$ cat config.mk
export PLATFORM = sky130hd
export DESIGN_NAME = burst_addr_seq
export DESIGN_NICKNAME = d
export VERILOG_FILES = /design/src/rtl/bas_pkg.sv /design/src/rtl/bas_down_timer.sv /design/src/rtl/bas_beat_counter.sv /design/src/rtl/bas_addr_step.sv /design/src/rtl/burst_addr_seq.sv
export SDC_FILE = /design/constraint.sdc
export NUM_CORES = 1
export LEC_CHECK = 0
export BUFFER_PORTS_ARGS = -buffer_cell sky130_fd_sc_hd__buf_2
export CAP_MARGIN = 10
export CORE_MARGIN = 2
export CORE_UTILIZATION = 45
export DETAILED_ROUTE_END_ITERATION = 8
export MAX_ROUTING_LAYER = met4
export PLACE_DENSITY_LB_ADDON = 0.08
export SKIP_LAST_GASP = 1
export SYNTH_ARGS = -nofsm -noshare
export SYNTH_HDL_FRONTEND = slang
export SYNTH_SLANG_ARGS = --single-unit
$ cat constraint.sdc
create_clock -name clk -period 5.7 [get_ports clk]
set_clock_uncertainty 0.1 [all_clocks]
set_input_delay 0 -clock clk [delete_from_list [all_inputs] [get_ports clk]]
set_output_delay 0 -clock clk [all_outputs]
set_load 0.01 [all_outputs]
$ cat src/rtl/bas_pkg.sv
package bas_pkg;
  typedef enum logic [2:0] {
    ST_IDLE = 3'd0,
    ST_INIT = 3'd1,
    ST_RUN  = 3'd2,
    ST_GAP  = 3'd3,
    ST_DONE = 3'd4
  } bas_state_e;
endpackage

$ cat src/rtl/bas_down_timer.sv
module bas_down_timer #(
  parameter int TW = 3
) (
  input  logic          clk,
  input  logic          rst_n,
  input  logic          load,
  input  logic [TW-1:0] load_val,
  input  logic          dec,
  output logic          at_last
);
  logic [TW-1:0] cnt_q;

  always_ff @(posedge clk or negedge rst_n) begin
    if (!rst_n)                    cnt_q <= '0;
    else if (load)                 cnt_q <= load_val;
    else if (dec && cnt_q != '0)   cnt_q <= cnt_q - 1'b1;
  end

  assign at_last = (cnt_q == TW'(1));
endmodule

$ cat src/rtl/bas_beat_counter.sv
module bas_beat_counter #(
  parameter int CW = 5
) (
  input  logic          clk,
  input  logic          rst_n,
  input  logic          clr,
  input  logic          inc,
  input  logic [CW-1:0] last_idx,
  output logic          is_last
);
  logic [CW-1:0] cnt_q;

  always_ff @(posedge clk or negedge rst_n) begin
    if (!rst_n)     cnt_q <= '0;
    else if (clr)   cnt_q <= '0;
    else if (inc)   cnt_q <= cnt_q + 1'b1;
  end

  assign is_last = (cnt_q == last_idx);
endmodule

$ cat src/rtl/bas_addr_step.sv
module bas_addr_step #(
  parameter int AW      = 20,
  parameter int GROUP_W = 5
) (
  input  logic [AW-1:0] cur,
  output logic [AW-1:0] nxt,
  output logic          enters_group
);
  assign nxt          = cur + 1'b1;
  assign enters_group = (nxt[GROUP_W-1:0] == '0);
endmodule

$ cat src/rtl/burst_addr_seq.sv
module burst_addr_seq
  import bas_pkg::*;
#(
  parameter int AW         = 20,
  parameter int WS_W       = 3,
  parameter int LEN_W      = 2,
  parameter int GROUP_W    = 5,
  parameter int ALIGN_W    = 3,
  parameter int GAP_CYCLES = 2,
  parameter int MIN_LEN    = 8,
  parameter int MAX_LEN    = 32
) (
  input  logic             clk,
  input  logic             rst_n,
  input  logic             addr_strobe,
  input  logic [AW-1:0]    start_addr,
  input  logic             burst_stop,
  input  logic             cont_mode,
  input  logic [LEN_W-1:0] len_code,
  input  logic [WS_W-1:0]  wait_states,
  output logic [AW-1:0]    word_addr,
  output logic             word_valid,
  output logic             ready,
  output logic             burst_done
);
  localparam int CNT_W = $clog2(MAX_LEN);
  localparam int GAP_W = $clog2(GAP_CYCLES + 1);
  localparam int TW    = (WS_W > GAP_W) ? WS_W : GAP_W;

  bas_state_e        state_q, state_d;
  logic [AW-1:0]     addr_q, addr_d, addr_nxt;
  logic              pend_q, pend_d;
  logic              cont_q;
  logic [CNT_W-1:0]  last_q, len_last;
  logic              done_q, done_d;
  logic              enters_grp, is_last, tmr_last;
  logic              tmr_load;
  logic [TW-1:0]     tmr_val;

  // Length code to index of the final word, capped at the longest burst.
  always_comb begin
    int words;
    words = MIN_LEN << len_code;
    if (words > MAX_LEN) words = MAX_LEN;
    len_last = CNT_W'(words - 1);
  end

  bas_addr_step #(.AW(AW), .GROUP_W(GROUP_W)) u_step (
    .cur          (addr_q),
    .nxt          (addr_nxt),
    .enters_group (enters_grp)
  );

  bas_beat_counter #(.CW(CNT_W)) u_beats (
    .clk      (clk),
    .rst_n    (rst_n),
    .clr      (addr_strobe),
    .inc      (state_q == ST_RUN && !burst_stop),
    .last_idx (last_q),
    .is_last  (is_last)
  );

  bas_down_timer #(.TW(TW)) u_timer (
    .clk      (clk),
    .rst_n    (rst_n),
    .load     (tmr_load),
    .load_val (tmr_val),
    .dec      (state_q == ST_INIT || state_q == ST_GAP),
    .at_last  (tmr_last)
  );

  always_comb begin
    state_d  = state_q;
    addr_d   = addr_q;
    pend_d   = pend_q;
    done_d   = 1'b0;
    tmr_load = 1'b0;
    tmr_val  = '0;
    if (addr_strobe) begin
      addr_d   = start_addr;
      pend_d   = |start_addr[ALIGN_W-1:0];
      tmr_load = 1'b1;
      tmr_val  = TW'(wait_states);
      state_d  = (wait_states == '0) ? ST_RUN : ST_INIT;
    end else if (burst_stop) begin
      state_d = ST_IDLE;
    end else begin
      unique case (state_q)
        ST_INIT: if (tmr_last) state_d = ST_RUN;
        ST_RUN: begin
          if (!cont_q && is_last) begin
            state_d = ST_DONE;
            done_d  = 1'b1;
          end else begin
            addr_d = addr_nxt;
            if (pend_q && enters_grp) begin
              pend_d   = 1'b0;
              state_d  = ST_GAP;
              tmr_load = 1'b1;
              tmr_val  = TW'(GAP_CYCLES);
            end
          end
        end
        ST_GAP:  if (tmr_last) state_d = ST_RUN;
        default: ;
      endcase
    end
  end

  always_ff @(posedge clk or negedge rst_n) begin
    if (!rst_n) begin
      state_q <= ST_IDLE;
      addr_q  <= '0;
      pend_q  <= 1'b0;
      cont_q  <= 1'b0;
      last_q  <= '0;
      done_q  <= 1'b0;
    end else begin
      state_q <= state_d;
      addr_q  <= addr_d;
      pend_q  <= pend_d;
      done_q  <= done_d;
      if (addr_strobe) begin
        cont_q <= cont_mode;
        last_q <= len_last;
      end
    end
  end

  assign word_addr  = addr_q;
  assign word_valid = (state_q == ST_RUN);
  assign ready      = (state_q == ST_RUN) || (state_q == ST_IDLE);
  assign burst_done = done_q;
endmodule

==> results by group <==
Status
  • Run status: finished clean

Detailed routing
  • Pre-Repair DR Iteration Count: 4
  • Drt drc: 0
  • Vias: ~1,900
  • Final wirelength: a little over 5 mm
  • Detailed Route Iter0 Violations: between 80 and 90
  • DR vias/cell: around 5.1
  • Routed WL per cell: roughly 14 um
  • Antenna Violating Nets Remaining: 0

CTS
  • Resized cells post-CTS: 0
  • Clk Latency, worst-skew pair: about 0.29 ns
  • Clock-pin slew on the worst setup and hold paths: roughly 0.070 ns
  • CTS sink count: 37
  • TritonCTS buffer count: 5
  • Postcts setup bufs: 0
  • Clk buf depth: 2
  • Hold buffer count at cts: 28
  • TritonCTS clock tree: yes
  • CTS H-tree lvls: 2
  • CTS root buf: clkbuf_8

Floorplan
  • Die Y-Extent: about 74 um
  • Initial Util: between 40% and 50%
  • Placeable Area: roughly 4800 um2
  • Die X-Extent: 74.4 um
  • FP Rows: 25
  • Ports: 53
  • Die area: 5530 um2

Worst setup path
  • Reg2Reg Launch Point: state_q[2]
  • Setup crit start: state_q[2]
  • CP Capture Type: register
  • Reg2Reg Depth: 5
  • CP required: between 5 and 6 ns
  • Worst EP arrival: 2.74 ns
  • Critical-path maximum fanout: 11
  • R2R Path End: word_addr[17]
  • Crit Path Category: reg2reg
  • R2r setup slk: ~3 ns
  • Startpoint types: register

Timing
  • Slew of the pin with the lowest slew margin: around 1.1 ns
  • RSZ-0062 raised after global routing: false
  • Max Fclk: 376 MHz
  • Final Hold Viols: 0
  • Slew headroom: between 20 and 25%
  • Tmin final: 2.66 ns
  • Fin. max-slew vios: 0
  • Final setup margin: 3.04 ns
  • Fin Setup TNS: 0 ns
  • Final Cycle Share: between 40% and 50%
  • Setup Viol. Count Final: 0

Synth
  • Prevailing post-synth register cell: dfrtp_1
  • Yosys reg bits: 37
  • Synth warnings: 0
  • Post-synthesis instance total: 226
  • Top post-synthesis cells by area: dfrtp_1 42%, xnor2_1 6.7%, nand2_1 4.4%, mux2_2 3.5%, ha_1 3.4%
  • Mapped Area: approximately 2200 um2
  • Synth async-reset ratio: 100%
  • Post-synth EDFFs: 0
  • Synth top area share: approximately 42%
  • Syn_nets: 262
  • Netlist cell types: between 40 and 50
  • Area leader, netlist: dfrtp_1
  • Sequential share of the synthesized area: 41.6%
  • Syn avg cell area: 9.85 um2

Layout
  • P&R area growth vs syn: 29.7%
  • Non-filler cells, final: 370
  • Final Net Count: between 300 and 400
  • Layout fillers: 435
  • # diodes: 0
  • Final Instance Area: ~2900 um2
  • Layout cells sized above 1: between 20% and 30%

Worst hold path
  • Worst Hold Endpoint: u_beats.cnt_q[4]
  • WHS Path Cells: 2
  • Worst hold path startpoint: addr_strobe
  • Hold Path Class: in2reg

Place
  • Dpl cells: ~330
  • Placed cell area: between 2000 and 3000 um2
  • RD Place Congestion: about 0.74
  • HPWL after DPL: around 3.3 mm
  • IO buf count: 52
  • DP Worst Slack: between 3 and 4 ns

Flow run
  • Max-Cap Viols: 0

Global route
  • Total grt overflow: 0
  • Global-route wire length before repair: ~8.5 mm
  • Antenna violations before repair: 0
  • Vias in the first global route: 1,859
  • Largest net degree at the start of global routing: between 50 and 60
  • Gr usage total: approximately a fifth

Pwr
  • Peak supply drop: 0.164 mV
  • Leak: 0.00122 uW
  • Power per Cell Area: between 200 and 250 nW/um2
## placed cells by master, fill, tap and decap left out, types with 6 or more instances in the layout
| cell type | synthesis | layout |
|---|---|---|
| a211oi_1 | 9 | 9 |
| a21oi_1 | 9 | 9 |
| buf_2 | 1 | 52 |
| clkbuf_8 | 3 | 7 |
| dfrtp_1 | 37 | 37 |
| dlygate4sd3_1 | 1 | 28 |
| ha_1 | 6 | 6 |
| inv_1 | 11 | 11 |
| mux2_2 | 7 | 7 |
| nand2_1 | 26 | 26 |
| nand3_1 | 9 | 9 |
| nand4_1 | 6 | 6 |
| nor2_1 | 10 | 10 |
| nor3_1 | 6 | 6 |
| o21ai_0 | 14 | 14 |
| xnor2_1 | 17 | 16 |
| xor2_1 | 8 | 8 |
## worst max path at each step
stage / end / slack [ns] / depth (start not counted)
after CTS: word_addr[17] / 3.06 / 5
after global placement: word_addr[17] / 3.15 / 5
after global routing: word_addr[17] / 2.95 / 5
after detailed placement: word_addr[17] / 3.08 / 5
after floorplan: word_addr[16] / 3.30 / 6
final: word_addr[17] / 3.04 / 5
## cell families (layout without fill, tap and decap cells)
family                     after synthesis  in the layout  synth area share (%)
DFF                                     37             37                  41.6
xor gates and xnor gates                25             25                  9.83
muxes                                    8              8                  3.99
and+or+nand+nor                         74             74                  16.9
adders and majority gates                6              6                  3.37
AOI/OAI and AO/OA                       52             52                  18.3
buffers and inverters                   24            101                  6.12
## synthesized netlist by cell type, types with 2 or more instances
library cell  number
dfrtp_1           37
nand2_1           26
xnor2_1           17
o21ai_0           14
inv_1             11
nor2_1            10
a211oi_1           9
a21oi_1            9
nand3_1            9
xor2_1             8
mux2_2             7
ha_1               6
nand4_1            6
nor3_1             6
clkbuf_1           4
a2111oi_0          3
a2111oi_2          3
clkbuf_8           3
a2111oi_4          2
a22o_1             2
and4_1             2
nand2b_1           2
nor2b_1            2
or2_2              2
or3_1              2
## metal layers
metal	up-vias	share of wire [%]	global-route usage, %
met5	-	0	-
met4	0	1.3	6.55
met3	7	3.2	3.39
met2	38	49	34.0
met1	888	46	25.4
li1	956	-	-
## flip-flops by register name (all words and copies together), names as in the netlist
| name | count |
|---|---|
| word_addr | 20 |
| u_beats.cnt_q | 5 |
| last_q | 3 |
| state_q | 3 |
| u_timer.cnt_q | 3 |
| burst_done | 1 |
| cont_q | 1 |
| pend_q | 1 |
## worst max-delay path: stages, from the launching register on
cell and delay, ns:
dfrtp_1 0.44, or4b_4 0.62, or3_1 0.58, a2111oi_2 0.43, xor2_1 0.11, mux2_2 0.27
## report_power, final
| part | internal [uW] | leakage (uW) | switching [uW] |
|---|---|---|---|
| registers | 283 | 0.000451 | 26.3 |
| clock network | 109 | 0.0000542 | 95.2 |
| logic | 63.2 | 0.000710 | 62.8 |
## metrics by stage
step	hold WS, ns	util (%)	total power (uW)
floorplan	-0.396	-	383
CTS	0.197	60.8	647
global route	0.258	60.8	675
finish	0.195	60.8	640
detailed placement	0.0420	52.7	427
global placement	0.0488	52.7	425
## cell type report
type | count | area [um2] | area share [%]
multi-input cells | 165 | 1180 | 41.0
flip-flops and latches | 37 | 926 | 32.0
repair buffers | 81 | 548 | 19.0
clock buffers | 7 | 96.3 | 3.33
well taps | 67 | 83.8 | 2.90
inverters | 12 | 45.0 | 1.56
clock inverters | 1 | 5.00 | 0.173
Power figures use the tool's default switching activity.
